File: src/rtl/rtc_regbank_pkg.sv
package rtc_regbank_pkg;

  localparam int REG_ADDR_W = 4;
  localparam int REG_DATA_W = 8;
  localparam int REG_COUNT  = 1 << REG_ADDR_W;

  typedef enum logic [REG_ADDR_W-1:0] {
    IX_SEC   = 4'h0,
    IX_MIN   = 4'h1,
    IX_HOUR  = 4'h2,
    IX_WDAY  = 4'h3,
    IX_DAY   = 4'h4,
    IX_MON   = 4'h5,
    IX_YEAR  = 4'h6,
    IX_TRIM  = 4'h7,
    IX_AMIN  = 4'h8,
    IX_AHOUR = 4'h9,
    IX_AWDAY = 4'hA,
    IX_BMIN  = 4'hB,
    IX_BHOUR = 4'hC,
    IX_BWDAY = 4'hD,
    IX_CTL1  = 4'hE,
    IX_CTL2  = 4'hF
  } rtc_index_e;

  // control byte 1 bit positions
  localparam int C1_ENA  = 7;
  localparam int C1_ENB  = 6;
  localparam int C1_TEST = 3;
  // control byte 2 bit positions
  localparam int C2_MODE = 5;
  localparam int C2_STOP = 4;
  localparam int C2_ISEL = 3;
  localparam int C2_PFLG = 2;
  localparam int C2_FLGA = 1;
  localparam int C2_FLGB = 0;

  function automatic logic [REG_DATA_W-1:0] rtc_field_mask(input logic [REG_ADDR_W-1:0] ix);
    case (ix)
      IX_HOUR, IX_AHOUR, IX_BHOUR, IX_DAY: rtc_field_mask = 8'h3F;
      IX_WDAY:                             rtc_field_mask = 8'h07;
      IX_MON:                              rtc_field_mask = 8'h1F;
      IX_YEAR:                             rtc_field_mask = 8'hFF;
      IX_CTL1:                             rtc_field_mask = 8'hCF;
      IX_CTL2:                             rtc_field_mask = 8'h3F;
      default:                             rtc_field_mask = 8'h7F;
    endcase
  endfunction

endpackage

File: src/rtl/rtc_rst_sync.sv
module rtc_rst_sync #(
  parameter int STAGES = 2
) (
  input  logic clk,
  input  logic rst_n,
  output logic rst_n_s
);
  logic [STAGES-1:0] chain_q;

  always_ff @(posedge clk or negedge rst_n) begin
    if (!rst_n) chain_q <= '0;
    else        chain_q <= {chain_q[STAGES-2:0], 1'b1};
  end

  assign rst_n_s = chain_q[STAGES-1];
endmodule

File: src/rtl/rtc_alarm_match.sv
module rtc_alarm_match #(
  parameter int DW   = 8,
  parameter int DAYS = 7
) (
  input  logic          enable,
  input  logic [DW-1:0] cur_min,
  input  logic [DW-1:0] cur_hour,
  input  logic [DW-1:0] cur_wday,
  input  logic [DW-1:0] alm_min,
  input  logic [DW-1:0] alm_hour,
  input  logic [DW-1:0] alm_mask,
  output logic          hit
);
  localparam int WI = $clog2(DAYS + 1);

  logic [WI-1:0]   day_ix;
  logic [DAYS:0]   day_bits;
  logic            day_ok;

  always_comb begin
    day_ix   = cur_wday[WI-1:0];
    day_bits = {1'b0, alm_mask[DAYS-1:0]};
    day_ok   = (cur_wday < DW'(DAYS)) && day_bits[day_ix];
    hit      = enable && (cur_min == alm_min) && (cur_hour == alm_hour) && day_ok;
  end
endmodule

File: src/rtl/rtc_regbank.sv
module rtc_regbank
  import rtc_regbank_pkg::*;
#(
  parameter int SYNC_STAGES = 2,
  parameter int ALARMS      = 2
) (
  input  logic                  clk,
  input  logic                  rst_n,
  input  logic [REG_ADDR_W-1:0] addr,
  input  logic                  wr_en,
  input  logic [REG_DATA_W-1:0] wr_data,
  input  logic                  stop_strobe,
  input  logic                  osc_stop,
  output logic [REG_DATA_W-1:0] rd_data,
  output logic                  adj_pulse
);
  localparam int PLAIN_N   = REG_COUNT - 2;
  localparam int ALM_BASE  = int'(IX_AMIN);
  localparam int ALM_SPAN  = 3;

  logic rst_n_s;

  rtc_rst_sync #(.STAGES(SYNC_STAGES)) u_rst (
    .clk     (clk),
    .rst_n   (rst_n),
    .rst_n_s (rst_n_s)
  );

  // plain storage for indices 0..D
  logic [REG_DATA_W-1:0] mem_q [PLAIN_N];
  logic [REG_DATA_W-1:0] mem_d [PLAIN_N];
  // control byte 1 (stored masked)
  logic [REG_DATA_W-1:0] ctl1_q, ctl1_d;
  // control byte 2 fields
  logic mode_q, mode_d;
  logic xstp_q, xstp_d;
  logic isel_q, isel_d;
  logic pflg_q, pflg_d;
  logic [ALARMS-1:0] flag_q, flag_d;
  logic adj_q, adj_d;
  logic [ALARMS-1:0] alarm_hit;

  logic wr_ctl1, wr_ctl2;
  assign wr_ctl1 = wr_en && (addr == IX_CTL1);
  assign wr_ctl2 = wr_en && (addr == IX_CTL2);

  // alarm comparators, one per alarm set
  for (genvar g = 0; g < ALARMS; g++) begin : g_alarm
    rtc_alarm_match #(.DW(REG_DATA_W), .DAYS(7)) u_match (
      .enable   (ctl1_q[C1_ENA - g]),
      .cur_min  (mem_q[IX_MIN]),
      .cur_hour (mem_q[IX_HOUR]),
      .cur_wday (mem_q[IX_WDAY]),
      .alm_min  (mem_q[ALM_BASE + ALM_SPAN*g]),
      .alm_hour (mem_q[ALM_BASE + ALM_SPAN*g + 1]),
      .alm_mask (mem_q[ALM_BASE + ALM_SPAN*g + 2]),
      .hit      (alarm_hit[g])
    );
  end

  // next state
  always_comb begin
    for (int i = 0; i < PLAIN_N; i++) begin
      mem_d[i] = mem_q[i];
      if (wr_en && (addr == i[REG_ADDR_W-1:0]))
        mem_d[i] = wr_data & rtc_field_mask(i[REG_ADDR_W-1:0]);
    end
    if (osc_stop) mem_d[IX_TRIM] = '0;

    ctl1_d = ctl1_q;
    if (wr_ctl1)     ctl1_d = wr_data & rtc_field_mask(IX_CTL1);
    if (stop_strobe) ctl1_d[C1_TEST] = 1'b0;
    if (osc_stop)    ctl1_d = ctl1_d & (REG_DATA_W'(1) << C1_TEST);

    mode_d = mode_q;
    xstp_d = xstp_q;
    isel_d = isel_q;
    pflg_d = pflg_q;
    flag_d = flag_q;
    adj_d  = wr_ctl2 && wr_data[C2_STOP];
    if (wr_ctl2) begin
      mode_d = wr_data[C2_MODE];
      if (!wr_data[C2_STOP]) xstp_d = 1'b0;
      isel_d = wr_data[C2_ISEL];
      pflg_d = wr_data[C2_PFLG];
      for (int g = 0; g < ALARMS; g++)
        flag_d[g] = flag_q[g] & wr_data[C2_FLGA - g];
    end
    if (osc_stop) begin
      xstp_d = 1'b1;
      isel_d = 1'b0;
    end
    flag_d = flag_d | alarm_hit;
  end

  // registers
  always_ff @(posedge clk or negedge rst_n_s) begin
    if (!rst_n_s) begin
      for (int i = 0; i < PLAIN_N; i++) mem_q[i] <= '0;
      ctl1_q <= '0;
      mode_q <= 1'b0;
      xstp_q <= 1'b1;
      isel_q <= 1'b0;
      pflg_q <= 1'b0;
      flag_q <= '0;
      adj_q  <= 1'b0;
    end else begin
      for (int i = 0; i < PLAIN_N; i++) mem_q[i] <= mem_d[i];
      ctl1_q <= ctl1_d;
      mode_q <= mode_d;
      xstp_q <= xstp_d;
      isel_q <= isel_d;
      pflg_q <= pflg_d;
      flag_q <= flag_d;
      adj_q  <= adj_d;
    end
  end

  // read path
  always_comb begin
    rd_data = '0;
    for (int i = 0; i < PLAIN_N; i++)
      if (addr == i[REG_ADDR_W-1:0]) rd_data = mem_q[i];
    if (addr == IX_CTL1) rd_data = ctl1_q;
    if (addr == IX_CTL2) begin
      rd_data[C2_MODE] = mode_q;
      rd_data[C2_STOP] = xstp_q;
      rd_data[C2_ISEL] = isel_q;
      rd_data[C2_PFLG] = pflg_q;
      for (int g = 0; g < ALARMS; g++) rd_data[C2_FLGA - g] = flag_q[g];
    end
  end

  assign adj_pulse = adj_q;

endmodule

File: config.mk
export PLATFORM = sky130hd
export DESIGN_NAME = rtc_regbank
export DESIGN_NICKNAME = d
export VERILOG_FILES = /design/src/rtl/rtc_regbank_pkg.sv /design/src/rtl/rtc_rst_sync.sv /design/src/rtl/rtc_alarm_match.sv /design/src/rtl/rtc_regbank.sv
export SDC_FILE = /design/constraint.sdc
export NUM_CORES = 1
export LEC_CHECK = 0
export BUFFER_PORTS_ARGS = -buffer_cell sky130_fd_sc_hd__buf_2
export CAP_MARGIN = 0
export CORE_MARGIN = 4
export CORE_UTILIZATION = 62
export DETAILED_ROUTE_END_ITERATION = 8
export GPL_TIMING_DRIVEN = 1
export PLACE_DENSITY = 0.8
export RECOVER_POWER = 50
export SLEW_MARGIN = 5
export SYNTH_ARGS = -nofsm -noshare
export SYNTH_HDL_FRONTEND = slang
export SYNTH_SLANG_ARGS = --single-unit
File: constraint.sdc
create_clock -name clk -period 4.6 [get_ports clk]
set_clock_uncertainty 0.2 [all_clocks]
set_input_delay 0.46 -clock clk [delete_from_list [all_inputs] [get_ports clk]]
set_output_delay 0.46 -clock clk [all_outputs]
set_load 0.05 [all_outputs]
-- After elaboration in Yosys (flattened, before gate mapping)
Cells that the tools add are included.
- reduce and logical (&&, ||, !) cells: 30
- magnitude comparators: 2
- equal/unequal tests: 20
- bitwise gates (word level): 17
- muxes and demuxes: 45
- operators with widths (kind ; count):
    $mux W8 ; 33
    $and A8 B8 Y8 ; 14
    $eq A4 B4 Y1 const B ; 8
    $eq A8 B8 Y1 ; 4
    $logic_and A1 B1 Y1 ; 25
    $eq A4 B3 Y1 const B ; 4
    $eq A4 B2 Y1 const B ; 2
    $lt A8 B3 Y1 const B ; 1
    $mux W1 ; 8
    $bmux W1 S3 ; 2
    $mux W6 ; 1
    $reduce_bool A2 Y1 ; 3
    $eq A4 B1 Y1 const B ; 1
    $logic_not A4 Y1 ; 1
    $lt A3 B4 Y1 const B ; 1
    $and A1 B1 Y1 ; 2
    $mux W2 ; 1
    $ne A2 B1 Y1 const B ; 1
    $or A2 B2 Y2 ; 1
    $reduce_and A2 Y1 ; 1
- output and inout bits: 9
- input bits: 17
- logic and storage cells: 137
- flip-flop bits (word level): 129

-- Longest topological paths before layout
- depth after elaboration: 17
- gate-level depth with buffers: 7
- depth with buffers taken out: 5

-- Modules after synthesis
A second synthesis with hierarchy kept.
- cells, all modules: 501
- area total of the unflattened synthesis: 5664.2 µm²
- modules (own cells, without submodules) (module ; area each (µm²) ; times used ; cells an instance):
    rtc_regbank ; 5104.9 ; 1 ; 436
    rtc_alarm_match ; 252.7 ; 2 ; 31
    rtc_rst_sync ; 53.8 ; 1 ; 3

-- Worst setup path before layout
No wires, ideal clock.
- path type: in2out
- start: input addr[0]
- end: output rd_data[7]
- slack: 1.474 ns
- buffers on the path: 3
- stages: 4
- arrival: 2.466 ns
- cell sequence: buf_6 > buf_2 > buf_2 > nor4_1
- cells in the longest elaborated chain, start to end: 16
- RTL lines (what ; RTL line ; text):
    start, declared ; rtc_regbank.sv:9 ; input logic [REG_ADDR_W-1:0] addr,
    $logic_not A4 Y1 ; rtc_regbank.sv:123 ; if (addr == i[REG_ADDR_W-1:0]) rd_data = mem_q[i];
    $mux W8 (14 in series) ; rtc_regbank.sv:123 ;
    $mux W8 * ; rtc_regbank.sv:124 ; if (addr == IX_CTL1) rd_data = ctl1_q;
    end, declared ; rtc_regbank.sv:14 ; output logic [REG_DATA_W-1:0] rd_data,
Mark *: on every way between the ends. The rest lies on a longest branch, timed or not.

-- Worst setup path after layout
- start: input addr[0]
- end: output rd_data[4]
- cells in the longest elaborated chain, start to end: 17
- RTL lines (what ; RTL line ; text):
    $logic_not A4 Y1 ; rtc_regbank.sv:123 ;
    $mux W8 (14 in series) ; rtc_regbank.sv:123 ;
    $mux W8 ; rtc_regbank.sv:124 ;
    $mux W6 * ; rtc_regbank.sv:125 ; if (addr == IX_CTL2) begin
Marked as above.

==> flow_summary.toml <==
[min_path]
hold_path.class = "in -> reg"
hold_depth = 2
hold_end = "ctl1_q[3]"
min_from = "stop_strobe"

[synth]
synthArstFlopShare_pct = 100
ys_ff_latch = 104
ys_top_cells_by_count = "103 x dfrtp_1, 80 x mux2_2, 41 x o21ai_0"
synthFlopType = "dfrtp_1"
ys_seq_area_share_pct = 47.1
synth.avg_cell_area_um2 = 11.4
netlist_instances = 484
yosysMostFrequentCell = "dfrtp_1"
yosysTopAreaCell = "dfrtp_1"
synth_edf_count = 0
synth_cell_types = 53
netlist_area_um2 = 5530
synthTopCellsByArea = "dfrtp_1 47%, mux2_2 16%, mux4_2 4.5%"
synth.top_cell.area_share_pct = 46.6
syn-num-nets = 501
yosysWarnings = 0

[clock_tree]
numCtsBuffers = 9
htreeDepth = 3
cts_num_sinks = 104
root_buffer = "clkbuf_8"
clk_pin_slew_ns = 0.10
insertion_delay_ns = 0.38
cts_tree = "done"
cts_resized = 0
clockBufferDepth = 2

[routing]
wire_per_inst_um = 24.1
first_pass_iters = 5
vias_per_cell = 6.74
route.detailed.drc = 0
ant_nets = 0
drt-initial-drc-count = 335
wl_mm = 14.6
num_vias = 4085

[place]
port_buffers = 25
dp_hpwl_mm = 10.2
place.gp.congestion = 0.935
placed_cell_area_um2 = 5640
pre_cts_ws_ns = 1.23

[timing]
finalSetupViolations = 0
finalSetupTns_ns = 0
slew_headroom_pct = -63.5
fin_crit_sh_pct = 74.9
slew_violations = 63
hold_slack_ns = 0.0284
worstMarginPinSlew_ns = 2.45
worst_slack_ns = 1.16
fmax_mhz = 290
rsz0062_at_grt = "false"
hold_viol_final = 0
period_minus_slack_ns = 3.44

[die]
num_rows = 34
start_util_pct = 63.4
core_area_um2 = 8720
ios = 26
die_h_um = 102
die-area_um2 = 10500
die_x_um = 102

[critical_path]
worstReg2RegEnd = "mem_q[36]"
end_kind = "output pin"
worstSetupStartpoint = "addr[0]"
cp.arrival_ns = 2.78
crit_fanout = 48
cp_data_required_time_ns = 3.94
cp-start-kind = "primary input"
r2r_cells = 1
r2r_start = "u_rst.chain_q[1]"
r2r_slack_ns = 1.31
critical_path_class = "in -> out"

[outcome]
status = "complete, but fails checks"
violations = "max-capacitance violations, max-slew violations"

[cells_and_area]
fillCellCount = 703
layout-drive-gt1-share_pct = 30.5
num_antenna_cells = 0
final_cell_area_um2 = 5820
seq_area_um2 = 2600
multi_input_area_um2 = 2730
syn_to_final_growth_pct = 5.13
fin_nets = 510

[job]
maxCapViolations = 1

[grt]
grt_usage_pct = 30.1
grt_overflow = 0
grt_max_degree = 63
grt_pass1_vias = 4125
antenna_found_initial = 0
grt_pass1_wl_mm = 23.4

[power_and_ir_drop]
finalPower_mw = 2.40
vdd.ir_drop.worst_uv = 227
p_per_area_nw_per_um2 = 413
power_leakage_nw = 2.45
power breakdown:
group | leakage, nW | total, mW | internal (mW) | switching, mW
clock network | 0.0907 | 0.535 | 0.207 | 0.328
registers | 1.30 | 1.29 | 1.09 | 0.198
logic | 1.06 | 0.579 | 0.294 | 0.284
cells in the final DEF (no fill, tap or decap), types with 9 or more instances in the layout:
| master | count |
|---|---|
| a21oi_1 | 24 |
| buf_2 | 23 |
| clkbuf_8 | 9 |
| dfrtp_1 | 103 |
| mux2_2 | 80 |
| mux2i_1 | 17 |
| mux4_2 | 11 |
| nand2_1 | 37 |
| nand3_1 | 10 |
| nor2_1 | 15 |
| o21ai_0 | 41 |
| xnor2_1 | 13 |
| xor2_1 | 13 |
what timing repair did:
action,CTS,global route
hold endpoints to repair,2,0
hold buffers,1,0
buffers inserted,0,0
final cells by class:
type / instances / share of cell area [%]
clock buffers: 10 / 2.19
clock inverters: 6 / 0.904
inverters: 7 / 0.452
multi-input cells: 344 / 47.0
flip-flops and latches: 104 / 44.8
well taps: 108 / 2.32
repair buffers: 27 / 2.37
kinds of logic after synthesis:
kind of cell / share of synthesized area [%]
muxes: 23.8
buffers and inverters: 3.44
other: 0.0678
AOI/OAI and AO/OA: 10.5
xor gates and xnor gates: 4.12
DFF: 47.1
and+or+nand+nor: 11.0
worst max-delay path by stage:
| stage | to | slack [ns] | depth (start not counted) |
|---|---|---|---|
| global route | mem_q[25] | 0.69 | 1 |
| finish | rd_data[4] | 1.16 | 7 |
| detailed placement | rd_data[4] | 1.23 | 7 |
| CTS | rd_data[4] | 1.22 | 7 |
| global placement | rd_data[4] | 1.29 | 7 |
| floorplan | adj_pulse | 1.29 | 0 |
per-stage QoR:
step	utilization, %	std cells
floorplan	-	484
global placement	64.7	589
detailed placement	64.7	589
CTS	66.8	606
global route	66.7	606
finish	66.7	606
sequential cells by signal, indices dropped and copies added, names as in the netlist:
register / flops
xstp_q: 1
pflg_q: 1
mem_q: 89
u_rst.chain_q: 2
adj_pulse: 1
isel_q: 1
mode_q: 1
ctl1_q: 6
flag_q: 2
worst max-delay path, cell delays in order:
cell and delay (ns):
buf_2 0.82, and2_1 0.46, a22oi_1 0.15, o22ai_1 0.22
a211oi_1 0.07, nor3_1 0.26, buf_2 0.32
per-layer routing:
metal	global-route usage, %	routed length [µm]	vias to the layer above
met5	0	0	-
met4	11.4	431	0
met3	5.80	1140	30
met2	46.7	6940	209
met1	42.2	6090	2072
li1	-	-	1774
No activity file was read; power rests on OpenSTA's default activity.
